===== src/rtl/xlate_pkg.sv =====
package xlate_pkg;
  typedef enum logic [2:0] {
    ST_IDLE,
    ST_LOOK,
    ST_RD,
    ST_WAIT,
    ST_TRAP
  } xl_state_e;
endpackage


===== src/rtl/xlate_tlb.sv =====
module xlate_tlb #(
  parameter int DEPTH = 8,
  parameter int VPN_W = 20,
  parameter int PFN_W = 16
) (
  input  logic             clk,
  input  logic             rst_n,
  input  logic             flush,
  input  logic [VPN_W-1:0] lk_vpn,
  output logic             hit,
  output logic [PFN_W-1:0] hit_pfn,
  output logic [DEPTH-1:0] hit_vec,
  output logic [DEPTH-1:0] valid_vec,
  input  logic             wr_en,
  input  logic [VPN_W-1:0] wr_vpn,
  input  logic [PFN_W-1:0] wr_pfn
);
  localparam int PTR_W = (DEPTH > 1) ? $clog2(DEPTH) : 1;

  logic [VPN_W-1:0] tag_q [DEPTH];
  logic [PFN_W-1:0] pfn_q [DEPTH];
  logic [DEPTH-1:0] valid_q;
  logic [PTR_W-1:0] rr_q;
  logic [PTR_W-1:0] free_idx;
  logic             any_free;
  logic [PTR_W-1:0] victim;

  for (genvar g = 0; g < DEPTH; g++) begin : g_cmp
    assign hit_vec[g] = valid_q[g] && (tag_q[g] == lk_vpn);
  end

  assign hit       = |hit_vec;
  assign valid_vec = valid_q;

  always_comb begin
    hit_pfn = '0;
    for (int i = 0; i < DEPTH; i++) begin
      if (hit_vec[i]) hit_pfn = hit_pfn | pfn_q[i];
    end
  end

  // lowest empty slot wins
  always_comb begin
    any_free = 1'b0;
    free_idx = '0;
    for (int i = DEPTH - 1; i >= 0; i--) begin
      if (!valid_q[i]) begin
        any_free = 1'b1;
        free_idx = PTR_W'(i);
      end
    end
  end

  assign victim = any_free ? free_idx : rr_q;

  always_ff @(posedge clk) begin
    if (!rst_n || flush) begin
      valid_q <= '0;
      rr_q    <= '0;
    end else if (wr_en) begin
      valid_q[victim] <= 1'b1;
      if (!any_free) rr_q <= (rr_q == PTR_W'(DEPTH - 1)) ? '0 : rr_q + 1'b1;
    end
  end

  always_ff @(posedge clk) begin
    if (wr_en && !flush) begin
      tag_q[victim] <= wr_vpn;
      pfn_q[victim] <= wr_pfn;
    end
  end
endmodule


===== src/rtl/xlate_ctrl.sv =====
module xlate_ctrl
  import xlate_pkg::*;
#(
  parameter int VPN_W       = 20,
  parameter int PFN_W       = 16,
  parameter int MEM_AW      = 32,
  parameter int TSB_IDX_W   = 6,
  parameter int ENTRY_SHIFT = 3
) (
  input  logic              clk,
  input  logic              rst_n,
  input  logic [MEM_AW-1:0] tsb_base,
  input  logic              req_valid,
  output logic              req_ready,
  input  logic [VPN_W-1:0]  req_vpn,
  output logic              rsp_valid,
  output logic [PFN_W-1:0]  rsp_pfn,
  output logic              mem_rd_en,
  output logic [MEM_AW-1:0] mem_rd_addr,
  input  logic              mem_rsp_valid,
  input  logic              mem_rsp_ok,
  input  logic [VPN_W-1:0]  mem_rsp_vpn,
  input  logic [PFN_W-1:0]  mem_rsp_pfn,
  output logic              trap_req,
  output logic [VPN_W-1:0]  trap_vpn,
  input  logic              resume,
  output logic [VPN_W-1:0]  cur_vpn,
  input  logic              tlb_hit,
  input  logic [PFN_W-1:0]  tlb_pfn,
  output logic              tsb_hit,
  output logic              tsb_miss
);
  function automatic logic [MEM_AW-1:0] tsb_slot_addr(input logic [MEM_AW-1:0] base,
                                                      input logic [VPN_W-1:0]  vpn);
    logic [MEM_AW-1:0] idx;
    idx = MEM_AW'(vpn[TSB_IDX_W-1:0]);
    return base + (idx << ENTRY_SHIFT);
  endfunction

  function automatic logic slot_matches(input logic ok, input logic [VPN_W-1:0] tag,
                                        input logic [VPN_W-1:0] vpn);
    return ok && (tag == vpn);
  endfunction

  xl_state_e        st_q;
  logic [VPN_W-1:0] vpn_q;

  assign cur_vpn     = vpn_q;
  assign req_ready   = (st_q == ST_IDLE);
  assign mem_rd_en   = (st_q == ST_RD);
  assign mem_rd_addr = tsb_slot_addr(tsb_base, vpn_q);
  assign trap_req    = (st_q == ST_TRAP);
  assign trap_vpn    = vpn_q;
  assign tsb_hit     = (st_q == ST_WAIT) && mem_rsp_valid &&
                       slot_matches(mem_rsp_ok, mem_rsp_vpn, vpn_q);
  assign tsb_miss    = (st_q == ST_WAIT) && mem_rsp_valid &&
                       !slot_matches(mem_rsp_ok, mem_rsp_vpn, vpn_q);

  always_ff @(posedge clk) begin
    if (!rst_n) begin
      st_q      <= ST_IDLE;
      vpn_q     <= '0;
      rsp_valid <= 1'b0;
      rsp_pfn   <= '0;
    end else begin
      rsp_valid <= 1'b0;
      unique case (st_q)
        ST_IDLE: if (req_valid) begin
          vpn_q <= req_vpn;
          st_q  <= ST_LOOK;
        end
        ST_LOOK: if (tlb_hit) begin
          rsp_valid <= 1'b1;
          rsp_pfn   <= tlb_pfn;
          st_q      <= ST_IDLE;
        end else begin
          st_q <= ST_RD;
        end
        ST_RD: st_q <= ST_WAIT;
        ST_WAIT: if (tsb_hit) begin
          rsp_valid <= 1'b1;
          rsp_pfn   <= mem_rsp_pfn;
          st_q      <= ST_IDLE;
        end else if (tsb_miss) begin
          st_q <= ST_TRAP;
        end
        ST_TRAP: if (resume) st_q <= ST_LOOK;
        default: st_q <= ST_IDLE;
      endcase
    end
  end
endmodule


===== src/rtl/xlate_unit.sv =====
module xlate_unit #(
  parameter int VPN_W       = 20,
  parameter int PFN_W       = 16,
  parameter int MEM_AW      = 32,
  parameter int TLB_DEPTH   = 8,
  parameter int TSB_IDX_W   = 6,
  parameter int ENTRY_SHIFT = 3
) (
  input  logic              clk,
  input  logic              rst_n,
  input  logic              flush,
  input  logic [MEM_AW-1:0] tsb_base,
  input  logic              req_valid,
  output logic              req_ready,
  input  logic [VPN_W-1:0]  req_vpn,
  output logic              rsp_valid,
  output logic [PFN_W-1:0]  rsp_pfn,
  output logic              mem_rd_en,
  output logic [MEM_AW-1:0] mem_rd_addr,
  input  logic              mem_rsp_valid,
  input  logic              mem_rsp_ok,
  input  logic [VPN_W-1:0]  mem_rsp_vpn,
  input  logic [PFN_W-1:0]  mem_rsp_pfn,
  output logic              trap_req,
  output logic [VPN_W-1:0]  trap_vpn,
  input  logic              resume
);
  logic [VPN_W-1:0]     cur_vpn;
  logic                 tlb_hit;
  logic [PFN_W-1:0]     tlb_pfn;
  logic [TLB_DEPTH-1:0] hit_vec;
  logic [TLB_DEPTH-1:0] valid_vec;
  logic                 tsb_hit;
  logic                 tsb_miss;

  xlate_ctrl #(
    .VPN_W(VPN_W), .PFN_W(PFN_W), .MEM_AW(MEM_AW),
    .TSB_IDX_W(TSB_IDX_W), .ENTRY_SHIFT(ENTRY_SHIFT)
  ) u_ctrl (
    .clk(clk), .rst_n(rst_n), .tsb_base(tsb_base),
    .req_valid(req_valid), .req_ready(req_ready), .req_vpn(req_vpn),
    .rsp_valid(rsp_valid), .rsp_pfn(rsp_pfn),
    .mem_rd_en(mem_rd_en), .mem_rd_addr(mem_rd_addr),
    .mem_rsp_valid(mem_rsp_valid), .mem_rsp_ok(mem_rsp_ok),
    .mem_rsp_vpn(mem_rsp_vpn), .mem_rsp_pfn(mem_rsp_pfn),
    .trap_req(trap_req), .trap_vpn(trap_vpn), .resume(resume),
    .cur_vpn(cur_vpn), .tlb_hit(tlb_hit), .tlb_pfn(tlb_pfn),
    .tsb_hit(tsb_hit), .tsb_miss(tsb_miss)
  );

  xlate_tlb #(
    .DEPTH(TLB_DEPTH), .VPN_W(VPN_W), .PFN_W(PFN_W)
  ) u_tlb (
    .clk(clk), .rst_n(rst_n), .flush(flush),
    .lk_vpn(cur_vpn), .hit(tlb_hit), .hit_pfn(tlb_pfn),
    .hit_vec(hit_vec), .valid_vec(valid_vec),
    .wr_en(tsb_hit), .wr_vpn(cur_vpn), .wr_pfn(mem_rsp_pfn)
  );
endmodule


===== config.mk =====
export PLATFORM = sky130hd
export DESIGN_NAME = xlate_unit
export DESIGN_NICKNAME = d
export VERILOG_FILES = /design/src/rtl/xlate_pkg.sv /design/src/rtl/xlate_tlb.sv /design/src/rtl/xlate_ctrl.sv /design/src/rtl/xlate_unit.sv
export SDC_FILE = /design/constraint.sdc
export NUM_CORES = 1
export LEC_CHECK = 0
export ABC_AREA = 1
export BUFFER_PORTS_ARGS = -buffer_cell sky130_fd_sc_hd__buf_2
export CAP_MARGIN = 40
export CORE_UTILIZATION = 47
export CTS_BUF_LIST = sky130_fd_sc_hd__clkbuf_8
export CTS_CLUSTER_SIZE = 25
export DETAILED_ROUTE_END_ITERATION = 8
export GPL_TIMING_DRIVEN = 0
export HOLD_SLACK_MARGIN = 0.03
export PLACE_DENSITY = 0.71
export SETUP_SLACK_MARGIN = 0.15
export SYNTH_ARGS = -nofsm -noshare
export SYNTH_HDL_FRONTEND = slang
export SYNTH_SLANG_ARGS = --single-unit
export TNS_END_PERCENT = 20

===== constraint.sdc =====
create_clock -name clk -period 11.4 [get_ports clk]
set_input_delay 0.57 -clock clk [delete_from_list [all_inputs] [get_ports clk]]
set_output_delay 0.57 -clock clk [all_outputs]
set_load 0.005 [all_outputs]

==> impl_metrics.xml <==
<?xml version="1.0" encoding="UTF-8"?>
<metrics>
  <group name="detailed_routing">
    <metric name="drt_iter0_markers" unit="">1685</metric>
    <metric name="post_drt_via_cell_ratio" unit="">5.46</metric>
    <metric name="number_of_routed_nets_with_antenna_violations" unit="">0</metric>
    <metric name="via_count" unit="">13800</metric>
    <metric name="dr.pass1.iters" unit="">5</metric>
    <metric name="route.detailed.drc" unit="">0</metric>
    <metric name="wirelength" unit="mm">52.5</metric>
    <metric name="avgRoutedWirePerCell" unit="um">20.7</metric>
  </group>
  <group name="pwr">
    <metric name="internal_power" unit="mW">2.12</metric>
    <metric name="pwr_density_cell" unit="nW/um^2">161</metric>
    <metric name="combinationalPowerShare" unit="">0.197</metric>
    <metric name="power_switching_share" unit="">0.322</metric>
    <metric name="vdd.ir_drop.worst" unit="uV">97.9</metric>
    <metric name="total_switching_power" unit="mW">1.01</metric>
    <metric name="share_seq_of_total_power" unit="">0.479</metric>
    <metric name="total_leakage_power" unit="nW">8.40</metric>
    <metric name="clock_power_share" unit="">0.324</metric>
  </group>
  <group name="critical_path">
    <metric name="critical_path_class" unit="">reg2out</metric>
    <metric name="critPathRequiredTime" unit="ns">10.83</metric>
    <metric name="critPathLaunch" unit="">u_ctrl.cur_vpn[1]$_SDFFE_PN0P_</metric>
    <metric name="worst-path-max-fanout" unit="">17</metric>
    <metric name="reg_to_reg_start" unit="">u_ctrl.cur_vpn[2]$_SDFFE_PN0P_</metric>
    <metric name="cp.arrival" unit="ns">4.28</metric>
    <metric name="startpoint_type" unit="">register</metric>
    <metric name="critPathCaptureType" unit="">output port</metric>
  </group>
  <group name="logic_synthesis">
    <metric name="ys_async_sr_fraction" unit="">0</metric>
    <metric name="synth_nets" unit="">1909</metric>
    <metric name="synth_top_area_frac" unit="">0.519</metric>
    <metric name="synthesized_area_per_cell" unit="sq um">9.23</metric>
    <metric name="number_of_flops_mapped_to_enable_cells_by_yosys" unit="">288</metric>
    <metric name="yosys.area.top_type" unit="">sky130_fd_sc_hd__edfxtp_1</metric>
    <metric name="synthFlopType" unit="">sky130_fd_sc_hd__edfxtp_1</metric>
    <metric name="synth.distinct_cells" unit="">40</metric>
    <metric name="synth.yosys.seq_area_share" unit="">0.580</metric>
    <metric name="synth.ff_latch_count" unit="">339</metric>
    <metric name="yosys_warnings" unit="">0</metric>
    <metric name="synthTopCellsByArea" unit="">sky130_fd_sc_hd__edfxtp_1, sky130_fd_sc_hd__nand2_1, sky130_fd_sc_hd__dfxtp_1</metric>
    <metric name="synth_area" unit="sq um">16700</metric>
    <metric name="synthesis.instances" unit="">1805</metric>
  </group>
  <group name="clocking">
    <metric name="clock_path_buffers" unit="">3</metric>
    <metric name="clock_sinks" unit="">339</metric>
    <metric name="ctsRootBufferMaster" unit="">sky130_fd_sc_hd__clkbuf_8</metric>
    <metric name="htree_levels" unit="">2</metric>
    <metric name="post_cts_resize_count" unit="">0</metric>
    <metric name="clk_transition_reported_paths" unit="ns">0.06</metric>
    <metric name="cts_inserted_buffers" unit="">55</metric>
    <metric name="cts_hold_buffers" unit="">0</metric>
    <metric name="clock_insertion_delay_worst_skew" unit="ns">0.62</metric>
    <metric name="tritoncts" unit="">done</metric>
    <metric name="cts_setup_buffers" unit="">0</metric>
  </group>
  <group name="sta">
    <metric name="period_share" unit="">0.425</metric>
    <metric name="final.hold.worst_slack" unit="ns">0.244</metric>
    <metric name="setup_viol" unit="">0</metric>
    <metric name="max_clock_freq" unit="MHz">206</metric>
    <metric name="setup_total_negative_slack" unit="ns">0</metric>
    <metric name="worstMarginPinSlew" unit="ns">0.934</metric>
    <metric name="grt_setup_unrepaired" unit="">no</metric>
    <metric name="shortest_clock_period_the_worst_path_allows_after_layout" unit="ns">4.85</metric>
    <metric name="final_critical_path_setup_slack" unit="ns">6.55</metric>
    <metric name="max-slew-margin-rel" unit="">0.377</metric>
    <metric name="final_slew_violations" unit="">0</metric>
    <metric name="hold_violations" unit="">0</metric>
    <metric name="fin_worst_skew" unit="ns">0.0215</metric>
  </group>
  <group name="grt">
    <metric name="grt_pass1_vias" unit="">13200</metric>
    <metric name="antenna_violations_before_repair" unit="">0</metric>
    <metric name="grt_use_total" unit="">0.293</metric>
    <metric name="grt_overflow" unit="">0</metric>
    <metric name="maximum_number_of_pins_on_one_net_before_global_route_repair" unit="">27</metric>
    <metric name="first_pass_grt_wire_length" unit="mm">78.1</metric>
  </group>
  <group name="finish">
    <metric name="area_growth" unit="%">16.1</metric>
    <metric name="finalNonFillerCells" unit="">2535</metric>
    <metric name="finish.instance_area" unit="sq um">19300</metric>
    <metric name="layout-drive-gt1-share" unit="">0.189</metric>
    <metric name="layout_commonest_cell" unit="">sky130_fd_sc_hd__nand2_1</metric>
    <metric name="layout.cells.most_common_list" unit="">sky130_fd_sc_hd__nand2_1, sky130_fd_sc_hd__edfxtp_1, sky130_fd_sc_hd__inv_1</metric>
    <metric name="nNetsFinal" unit="">2137</metric>
  </group>
  <group name="hold_path">
    <metric name="holdCritStartpoint" unit="">req_vpn[1]</metric>
    <metric name="holdCritPathClass" unit="">in2reg</metric>
  </group>
  <group name="die">
    <metric name="boundaryPins" unit="">167</metric>
    <metric name="die_x" unit="um">190</metric>
    <metric name="row_count" unit="">68</metric>
    <metric name="dieArea" unit="sq um">36200</metric>
    <metric name="floorplan.die.height" unit="um">190</metric>
    <metric name="start_util" unit="">0.480</metric>
    <metric name="core" unit="sq um">34700</metric>
  </group>
  <group name="status">
    <metric name="run_status" unit="">finished, final reports clean</metric>
  </group>
  <group name="place">
    <metric name="place.detailed.hpwl" unit="mm">36.7</metric>
    <metric name="placement.io_buffers" unit="">162</metric>
    <metric name="place_inst" unit="">2431</metric>
    <metric name="preCtsSetupSlack" unit="ns">7.13</metric>
    <metric name="placedInstanceArea" unit="sq um">18300</metric>
    <metric name="gpl.final_weighted_congestion" unit="">0.920</metric>
  </group>
  <group name="job">
    <metric name="maxCapViolations" unit="">0</metric>
  </group>
</metrics>
## power groups by stage
stage / clock network (mW) / registers [mW] / logic (mW)
floorplan: 0 / 1.47 / 0.361
global placement: 0 / 1.52 / 0.587
detailed placement: 0 / 1.52 / 0.597
CTS: 1.02 / 1.49 / 0.601
global route: 1.07 / 1.50 / 0.664
finish: 1.01 / 1.50 / 0.614
## state kept, by name, summed over array words and instances (netlist names)
name              flops
u_tlb.pfn_q         128
u_tlb.valid_vec       8
u_ctrl.cur_vpn       20
u_tlb.rr_q            3
u_ctrl.rsp_pfn       16
u_tlb.tag_q         160
u_ctrl.rsp_valid      1
u_ctrl.st_q           3
## through the flow
stage,util,power [mW]
floorplan,-,1.83
global placement,0.520,2.10
global route,0.557,3.23
finish,0.557,3.12
detailed placement,0.527,2.12
CTS,0.557,3.11
## layout make-up
class,instances,area [sq um]
buffer,62,464
antenna,1,2.50
clock inverter,45,243
timing repair buffer,171,1010
tap,455,569
inverter,226,856
clock buffer,58,798
sequential,339,9670
fill,3045,15400
multi-input combinational,1178,5730
## cell usage after synthesis (17+ instances only)
master	instances
sky130_fd_sc_hd__nor2_1	215
sky130_fd_sc_hd__o21ai_0	75
sky130_fd_sc_hd__nand2_1	509
sky130_fd_sc_hd__edfxtp_1	288
sky130_fd_sc_hd__a21oi_1	36
sky130_fd_sc_hd__inv_1	204
sky130_fd_sc_hd__or2_2	29
sky130_fd_sc_hd__xor2_1	20
sky130_fd_sc_hd__nand3_1	50
sky130_fd_sc_hd__nand4_1	105
sky130_fd_sc_hd__buf_6	20
sky130_fd_sc_hd__dfxtp_1	51
sky130_fd_sc_hd__nand3b_1	17
sky130_fd_sc_hd__xnor2_1	24
sky130_fd_sc_hd__buf_2	17
## critical path: stages, from the launching register on
cell	delay, ns
sky130_fd_sc_hd__dfxtp_1	0.88
sky130_fd_sc_hd__inv_2	0.16
sky130_fd_sc_hd__buf_6	0.22
sky130_fd_sc_hd__fa_1	0.43
sky130_fd_sc_hd__inv_1	0.08
sky130_fd_sc_hd__nand3_1	0.07
sky130_fd_sc_hd__nand2_1	0.12
sky130_fd_sc_hd__a21boi_0	0.18
sky130_fd_sc_hd__nor4_1	0.49
sky130_fd_sc_hd__nand2_1	0.26
sky130_fd_sc_hd__nor2_1	0.33
sky130_fd_sc_hd__nand3_1	0.16
sky130_fd_sc_hd__xnor2_1	0.16
sky130_fd_sc_hd__buf_2	0.13
## logic make-up (layout without fill, tap and decap cells)
group                    Yosys count  after routing  synth area share
AO/OA/AOI/OAI                    132            132            0.0418
flip-flops                       339            339             0.580
AND/OR/NAND/NOR                  993            993             0.268
XOR/XNOR                          44             44            0.0231
adder cells (fa/ha/maj)            9              9           0.00721
buffers and inverters            288            562            0.0792
other                              0              1                 0
## final timing paths
kind,to,slack (ns),depth (start not counted)
setup / recovery,mem_rd_addr[31],6.55,13
hold / removal,u_ctrl.cur_vpn[1]$_SDFFE_PN0P_,0.24,3
setup reg to reg,u_tlb.tag_q[6][11]$_DFFE_PP_,7.53,13
hold reg to reg,u_tlb.valid_vec[7]$_SDFFE_PP0P_,0.52,2
## routing by layer
layer / vias up / track usage / wire length (um)
met5: - / 0 / 0
met4: 0 / 0.104 / 1640
met3: 114 / 0.0786 / 6420
met2: 834 / 0.454 / 23400
met1: 6461 / 0.395 / 21100
li1: 6428 / - / -
Power figures use the tool's default switching activity.
